**src/rtl/swin_pkg.sv**
```systemverilog
package swin_pkg;
  localparam int TS_W  = 32;
  localparam int VAL_W = 32;
  localparam int CNT_W = 32;

  // strobes from window control to the aggregation datapath
  typedef struct packed {
    logic admit;
    logic close;
  } swin_strobe_t;

  typedef struct packed {
    logic [CNT_W-1:0] count;
    logic [VAL_W-1:0] sum;
    logic [VAL_W-1:0] minVal;
    logic [VAL_W-1:0] maxVal;
  } swin_agg_t;

  localparam swin_agg_t AGG_EMPTY = '{count: '0, sum: '0, minVal: '1, maxVal: '0};
endpackage

```
**src/rtl/swin_ctrl.sv**
```systemverilog
module swin_ctrl
  import swin_pkg::*;
#(
  parameter int unsigned SLOT_IDX   = 1,
  parameter int unsigned T_START    = 0,
  parameter int unsigned SPAN       = 600,
  parameter int unsigned STEP       = 60,
  parameter int unsigned SLOT_COUNT = 11
) (
  input  logic            clk,
  input  logic            rst_n,
  input  logic [TS_W-1:0] attrIn,
  input  logic            tupValid,
  input  logic            punctIn,
  output swin_strobe_t    strobe,
  output logic [TS_W-1:0] winEnd
);
  localparam logic [TS_W-1:0] BEGIN_INIT = TS_W'(T_START + (SLOT_IDX - 1) * STEP);
  localparam logic [TS_W-1:0] END_INIT   = BEGIN_INIT + TS_W'(SPAN);
  localparam logic [TS_W-1:0] ADVANCE    = TS_W'(SLOT_COUNT * STEP);

  logic [TS_W-1:0] winBegin;
  logic            atOrPastEnd;
  logic            insideWin;

  assign atOrPastEnd = (attrIn >= winEnd);
  assign insideWin   = (attrIn >= winBegin) && !atOrPastEnd;

  always_comb begin
    strobe.close = punctIn && atOrPastEnd;
    strobe.admit = !punctIn && tupValid && insideWin;
  end

  always_ff @(posedge clk or negedge rst_n) begin
    if (!rst_n) begin
      winBegin <= BEGIN_INIT;
      winEnd   <= END_INIT;
    end else if (strobe.close) begin
      winBegin <= winBegin + ADVANCE;
      winEnd   <= winEnd + ADVANCE;
    end
  end
endmodule

```
**src/rtl/swin_accum.sv**
```systemverilog
module swin_accum
  import swin_pkg::*;
(
  input  logic             clk,
  input  logic             rst_n,
  input  swin_strobe_t     strobe,
  input  logic [VAL_W-1:0] valIn,
  input  logic [TS_W-1:0]  winEnd,
  output logic [CNT_W-1:0] runCount,
  output logic             resValid,
  output swin_agg_t        result,
  output logic [TS_W-1:0]  resEnd
);
  swin_agg_t acc;
  swin_agg_t accNext;

  always_comb begin
    accNext        = acc;
    accNext.count  = acc.count + CNT_W'(1);
    accNext.sum    = acc.sum + valIn;
    if (valIn < acc.minVal) accNext.minVal = valIn;
    if (valIn > acc.maxVal) accNext.maxVal = valIn;
  end

  always_ff @(posedge clk or negedge rst_n) begin
    if (!rst_n) begin
      acc      <= AGG_EMPTY;
      result   <= '0;
      resEnd   <= '0;
      resValid <= 1'b0;
    end else begin
      resValid <= strobe.close;
      if (strobe.close) begin
        result <= acc;
        resEnd <= winEnd;
        acc    <= AGG_EMPTY;
      end else if (strobe.admit) begin
        acc <= accNext;
      end
    end
  end

  assign runCount = acc.count;
endmodule

```
**src/rtl/swin_slot.sv**
```systemverilog
module swin_slot
  import swin_pkg::*;
#(
  parameter int unsigned SLOT_IDX   = 1,
  parameter int unsigned T_START    = 0,
  parameter int unsigned SPAN       = 600,
  parameter int unsigned STEP       = 60,
  parameter int unsigned SLOT_COUNT = 11
) (
  input  logic             clk,
  input  logic             rst_n,
  input  logic [TS_W-1:0]  attrIn,
  input  logic [VAL_W-1:0] valIn,
  input  logic             tupValid,
  input  logic             punctIn,
  output logic             winClose,
  output logic             resValid,
  output logic [CNT_W-1:0] resCount,
  output logic [VAL_W-1:0] resSum,
  output logic [VAL_W-1:0] resMin,
  output logic [VAL_W-1:0] resMax,
  output logic [TS_W-1:0]  resEnd
);
  swin_strobe_t    strobe;
  logic [TS_W-1:0] ctrlEnd;
  logic [CNT_W-1:0] runCount;
  swin_agg_t       result;

  swin_ctrl #(
    .SLOT_IDX(SLOT_IDX), .T_START(T_START), .SPAN(SPAN),
    .STEP(STEP), .SLOT_COUNT(SLOT_COUNT)
  ) u_ctrl (
    .clk(clk), .rst_n(rst_n), .attrIn(attrIn), .tupValid(tupValid),
    .punctIn(punctIn), .strobe(strobe), .winEnd(ctrlEnd)
  );

  swin_accum u_accum (
    .clk(clk), .rst_n(rst_n), .strobe(strobe), .valIn(valIn),
    .winEnd(ctrlEnd), .runCount(runCount), .resValid(resValid),
    .result(result), .resEnd(resEnd)
  );

  assign winClose = strobe.close;
  assign resCount = result.count;
  assign resSum   = result.sum;
  assign resMin   = result.minVal;
  assign resMax   = result.maxVal;
endmodule

```
**config.mk**
```make
export PLATFORM = sky130hd
export DESIGN_NAME = swin_slot
export DESIGN_NICKNAME = d
export VERILOG_FILES = /design/src/rtl/swin_pkg.sv /design/src/rtl/swin_ctrl.sv /design/src/rtl/swin_accum.sv /design/src/rtl/swin_slot.sv
export SDC_FILE = /design/constraint.sdc
export NUM_CORES = 1
export LEC_CHECK = 0
export ABC_AREA = 1
export BUFFER_PORTS_ARGS = -buffer_cell sky130_fd_sc_hd__buf_2
export CORE_MARGIN = 5
export CORE_UTILIZATION = 50
export CTS_CLUSTER_SIZE = 20
export DETAILED_ROUTE_END_ITERATION = 7
export PLACE_DENSITY_LB_ADDON = 0.2
export SLEW_MARGIN = 0
export SYNTH_ARGS = -nofsm -noshare
export SYNTH_HDL_FRONTEND = slang
export SYNTH_HIERARCHICAL = 1
export SYNTH_SLANG_ARGS = --single-unit
```
**constraint.sdc**
```tcl
create_clock -name clk -period 3.71 [get_ports clk]
set_input_delay 0.742 -clock clk [delete_from_list [all_inputs] [get_ports clk]]
set_output_delay 0.742 -clock clk [all_outputs]
set_load 0.05 [all_outputs]
```
Yosys cells after proc, flatten, opt, wreduce, memory -nomap -nowiden
Index checks and enable logic that the tools add are counted.
{"block": "totals", "in_bits": 68, "mem_bits_rw": 0, "n_memories": 0, "out_inout_bits": 162, "mem_bits_ro": 0, "wordCells": 35, "latchBits": 0, "ff_bits": 353}
{"block": "op_classes", "n_bitwise": 0, "n_reduce_logical": 11, "shift": 0, "n_lt_le_gt_ge": 4, "n_eq_ne": 0, "muxes": 4, "div_mod_pow": 0, "mul": 0, "add_sub_neg": 4}
{"cell": "two-way mux 128 bit", "n": 2}
{"cell": "adder 32 x 10 -> 32 bit (second input constant)", "n": 2}
{"cell": ">= comparator 32 bit", "n": 2}
{"cell": "two-way mux 32 bit", "n": 2}
{"cell": "adder 32 x 1 -> 32 bit (second input constant)", "n": 1}
{"cell": "adder 32 bit", "n": 1}
{"cell": "> comparator 32 bit", "n": 1}
{"cell": "< comparator 32 bit", "n": 1}
{"cell": "nonzero test 2 bit", "n": 3}
{"cell": "logical AND 1 bit", "n": 4}
{"cell": "AND reduction 2 bit", "n": 2}
{"cell": "logical NOT 1 bit", "n": 2}

Logic depth before layout (Yosys ltp)
{"block": "depth", "word_depth": 6, "ltp_mapped": 25, "mapped_depth_nobuf": 23}

Modules after synthesis
The synthesis kept the hierarchy.
{"mod": "swin_accum", "n_inst": 1, "cells_each": 1997, "seq_area_each_um2": 7272.0, "area_each_um2": 15650.0}
{"mod": "swin_ctrl", "n_inst": 1, "cells_each": 939, "seq_area_each_um2": 1506.4, "area_each_um2": 5958.2}

Least setup slack after synthesis
Ideal clock, no wire load.
{"block": "synth_timing", "path_type": "input-to-reg", "from": "in attrIn[15]", "to": "reg u_accum/acc[11] (netlist name)", "required_ns": 3.592, "path_slack_ns": 0.402, "setup_time_ns": 0.118, "t_arrival_ns": 3.190, "stages": 19, "path_buffers": 5, "cell_sequence": "ha_1 > nand2_1 > nor2_1 > nand2_1 > nor2_1 > nor2_1 > nand2_1 > nand2_1 > nand2_4 > nand2_4 > buf_6 > inv_1 > buf_2 > inv_2 > buf_4 > clkbuf_1 > clkbuf_1 > nand3_1 > nand2_1"}
{"block": "synth_between", "elab_cells_between_ends": 10, "cone_classes": "2 x order compare; 1 x mux; 7 x reduce/logical"}
{"item": "start: declaration", "line_no": "swin_slot.sv:12", "source": "input logic [TS_W-1:0] attrIn,"}
{"item": ">= comparator 32 bit *", "line_no": "swin_ctrl.sv:26", "source": "assign atOrPastEnd = (attrIn >= winEnd);"}
{"item": "logical AND 1 bit *", "line_no": "swin_ctrl.sv:30", "source": "strobe.close = punctIn && atOrPastEnd;"}
{"item": "net winClose", "line_no": "swin_slot.sv:16", "source": "output logic winClose,"}
{"item": "nonzero test 2 bit (no source line)"}
{"item": "AND reduction 2 bit (no source line)"}
{"item": "end signal: assignment", "line_no": "swin_accum.sv:38", "source": "acc <= accNext;"}
{"item": "end: declaration", "line_no": "swin_accum.sv:14", "source": "swin_agg_t acc;"}
The timed path passes the listed nets; every way through them passes the cells marked *.
A chain may end at the register's enable or synchronous reset.

Worst setup path after layout
{"block": "layout_timing", "from": "reg u_ctrl.winEnd[14]", "to": "out winClose"}
{"block": "layout_between", "elab_chain_cells": 2}
{"item": "start: declaration", "line_no": "swin_ctrl.sv:16", "source": "output logic [TS_W-1:0] winEnd"}
{"item": "start signal: assignment", "line_no": "swin_ctrl.sv:40", "source": "winEnd <= winEnd + ADVANCE;"}
{"item": ">= comparator 32 bit", "line_no": "swin_ctrl.sv:26"}
{"item": "logical AND 1 bit", "line_no": "swin_ctrl.sv:30"}
{"item": "end: declaration", "line_no": "swin_slot.sv:16"}
No other way between the ends.

==> metrics.txt <==
DR vias/cell=5.37; Die Wd=217 um; syn_area_per_cell=between 7 and 8 um2; synthesized area=0.0214 mm2; maximum VDD drop=0.000431 V; Area growth syn-to-layout=14.5%; pins over their slew limit=0; CTS buffer count=40; Final #Nets=3346; setup TNS=0 ps; Hold Slack=193 ps; RSZ-0062 raised after global routing=false; DP HPWL=48800 um; Cell Area, Placed=0.0232 mm2; CP Class=reg -> out; initial DRC count=between 1500 and 2000; Fin. Hold Viols=0; status=completed; Post-Syn Instances=a little under 3000; final design utilization=58.0%; number of synthesis warnings=6; clock transition at the registers of the reported paths=about 60 ps; Vias=a little under 20000; hold crit path type=in -> async; CP max FO=5; vias in the first global route=19300; Setup crit end kind=primary output; critical path arrival=about 2900 ps; First-pass DRT Iterations=5; actual slew at the worst max-slew pin=slightly below 800 ps; Setup Skew=25.3 ps; fin crit share=97.2%; postcts setup bufs=0; Setup Viol. Count Final=0; GP Congestion=0.967; Starting Density=50.7%; drc violations=0; io pins=between 200 and 250; Seq. cell area=between 0.008 and 0.009 mm2; IO buf count=229; gr ovfl total=0; Clock Latency Late Sink=between 500 and 600 ps; largest net degree at the start of global routing=91; Reg2Reg Setup Slack=400 ps; Die Y=217 um; Achievable Freq=277 MHz; post-route minimum period=roughly 3600 ps; Max Cap Viol=0; H-tree depth=2; commonest non-fill, non-tap cells in the layout=nand2_1 (1090), dfrtp_1 (313), inv_1 (271); CTS sink count=349; global router's overall resource usage=27.2%; initial antenna violation count=2; WL final=64800 um; Startpoint Class=register; leakage power=13.0 nW; total design power=11.8 mW; required time worst endpoint=between 2000 and 3000 ps; Clock Tree Root=clkbuf_16; die area=0.0470 mm2; TritonCTS clock tree=built; Post-DRT Antenna Nets=0; Worst setup startpoint=u_ctrl/winEnd[14]; clock tree buffer depth=3; headroom to the max-slew limit=48.7%; share of cells above drive strength 1=roughly 15%; FF-to-FF Start=u_ctrl/winEnd[14]; hold_buf cts=0; first-pass GRT wire length=103000 um; Design Area, Final=0.0245 mm2; std cell rows=75; pwr/cell area=482 mW/mm2; Core Region=0.0421 mm2; most common cell after layout, fill and taps aside=nand2_1; fillers=3947; area occupied by multi-input gates=between 0.01 and 0.015 mm2; wire length per cell=17.6 um
-- registers in the layout, summed over array words and instances (netlist names) --
register / count
u_ctrl/winBegin: 30
u_accum/resValid: 1
u_accum/resEnd: 32
u_accum/acc: 96
u_accum/result: 128
u_accum/runCount: 32
u_ctrl/winEnd: 30
-- cell type report --
type / count / area share (%)
Timing Repair Buffer: 270 / 6.55
Tap cell: 539 / 2.76
Antenna cell: 2 / 0.0205
Inverter: 289 / 4.48
Clock inverter: 17 / 0.634
Multi-Input combinational cell: 2170 / 45.1
Sequential cell: 349 / 35.9
Clock buffer: 55 / 4.61
-- per-stage QoR --
step | std cells | setup WS, ps
floorplan | 2905 | 402
global placement | 3617 | -119
detailed placement | 3617 | -309
CTS | 3689 | 126
global route | 3691 | 5.20
finish | 3691 | 102
-- layer usage --
metal | GRT usage (%) | vias up | wire (um)
met5 | 0 | - | 0
met4 | 8.08 | 0 | 1610
met3 | 3.63 | 94 | 3770
met2 | 44.3 | 560 | 30200
met1 | 38.1 | 9441 | 29300
li1 | - | 9739 | -
-- where the power goes --
part           internal (mW)  switching (mW)
Combinational          0.926            2.31
Sequential              4.25           0.385
Clock                   2.27            1.64
-- critical path: stages, from the launching register on --
cell and delay (ps):
dfrtp_1 470, inv_1 170, ha_1 320, nand2_1 70, nor2_1 160, nand2_1 90, nor2_1 100, nand2_1 70
nand2_1 80, nand2_1 100, nand2_4 90, nand2_4 50, inv_4 60, buf_4 180, buf_2 290
-- final timing paths --
| path | end | depth (start not counted) |
|---|---|---|
| min | u_accum/resEnd[0] | 1 |
| max reg2reg | u_accum/acc[75] | 19 |
| max | winClose | 14 |
| min in group clk | u_accum/result[108] | 2 |
| max in group asynchronous | u_ctrl/winBegin[8] | 2 |
| min reg2reg | u_accum/result[108] | 2 |
-- timing repair --
action	in CTS	in global routing
endpoints found under the hold margin	0	0
gates resized for setup	1	2
setup endpoints to repair	10	33
Power figures use the tool's default switching activity.
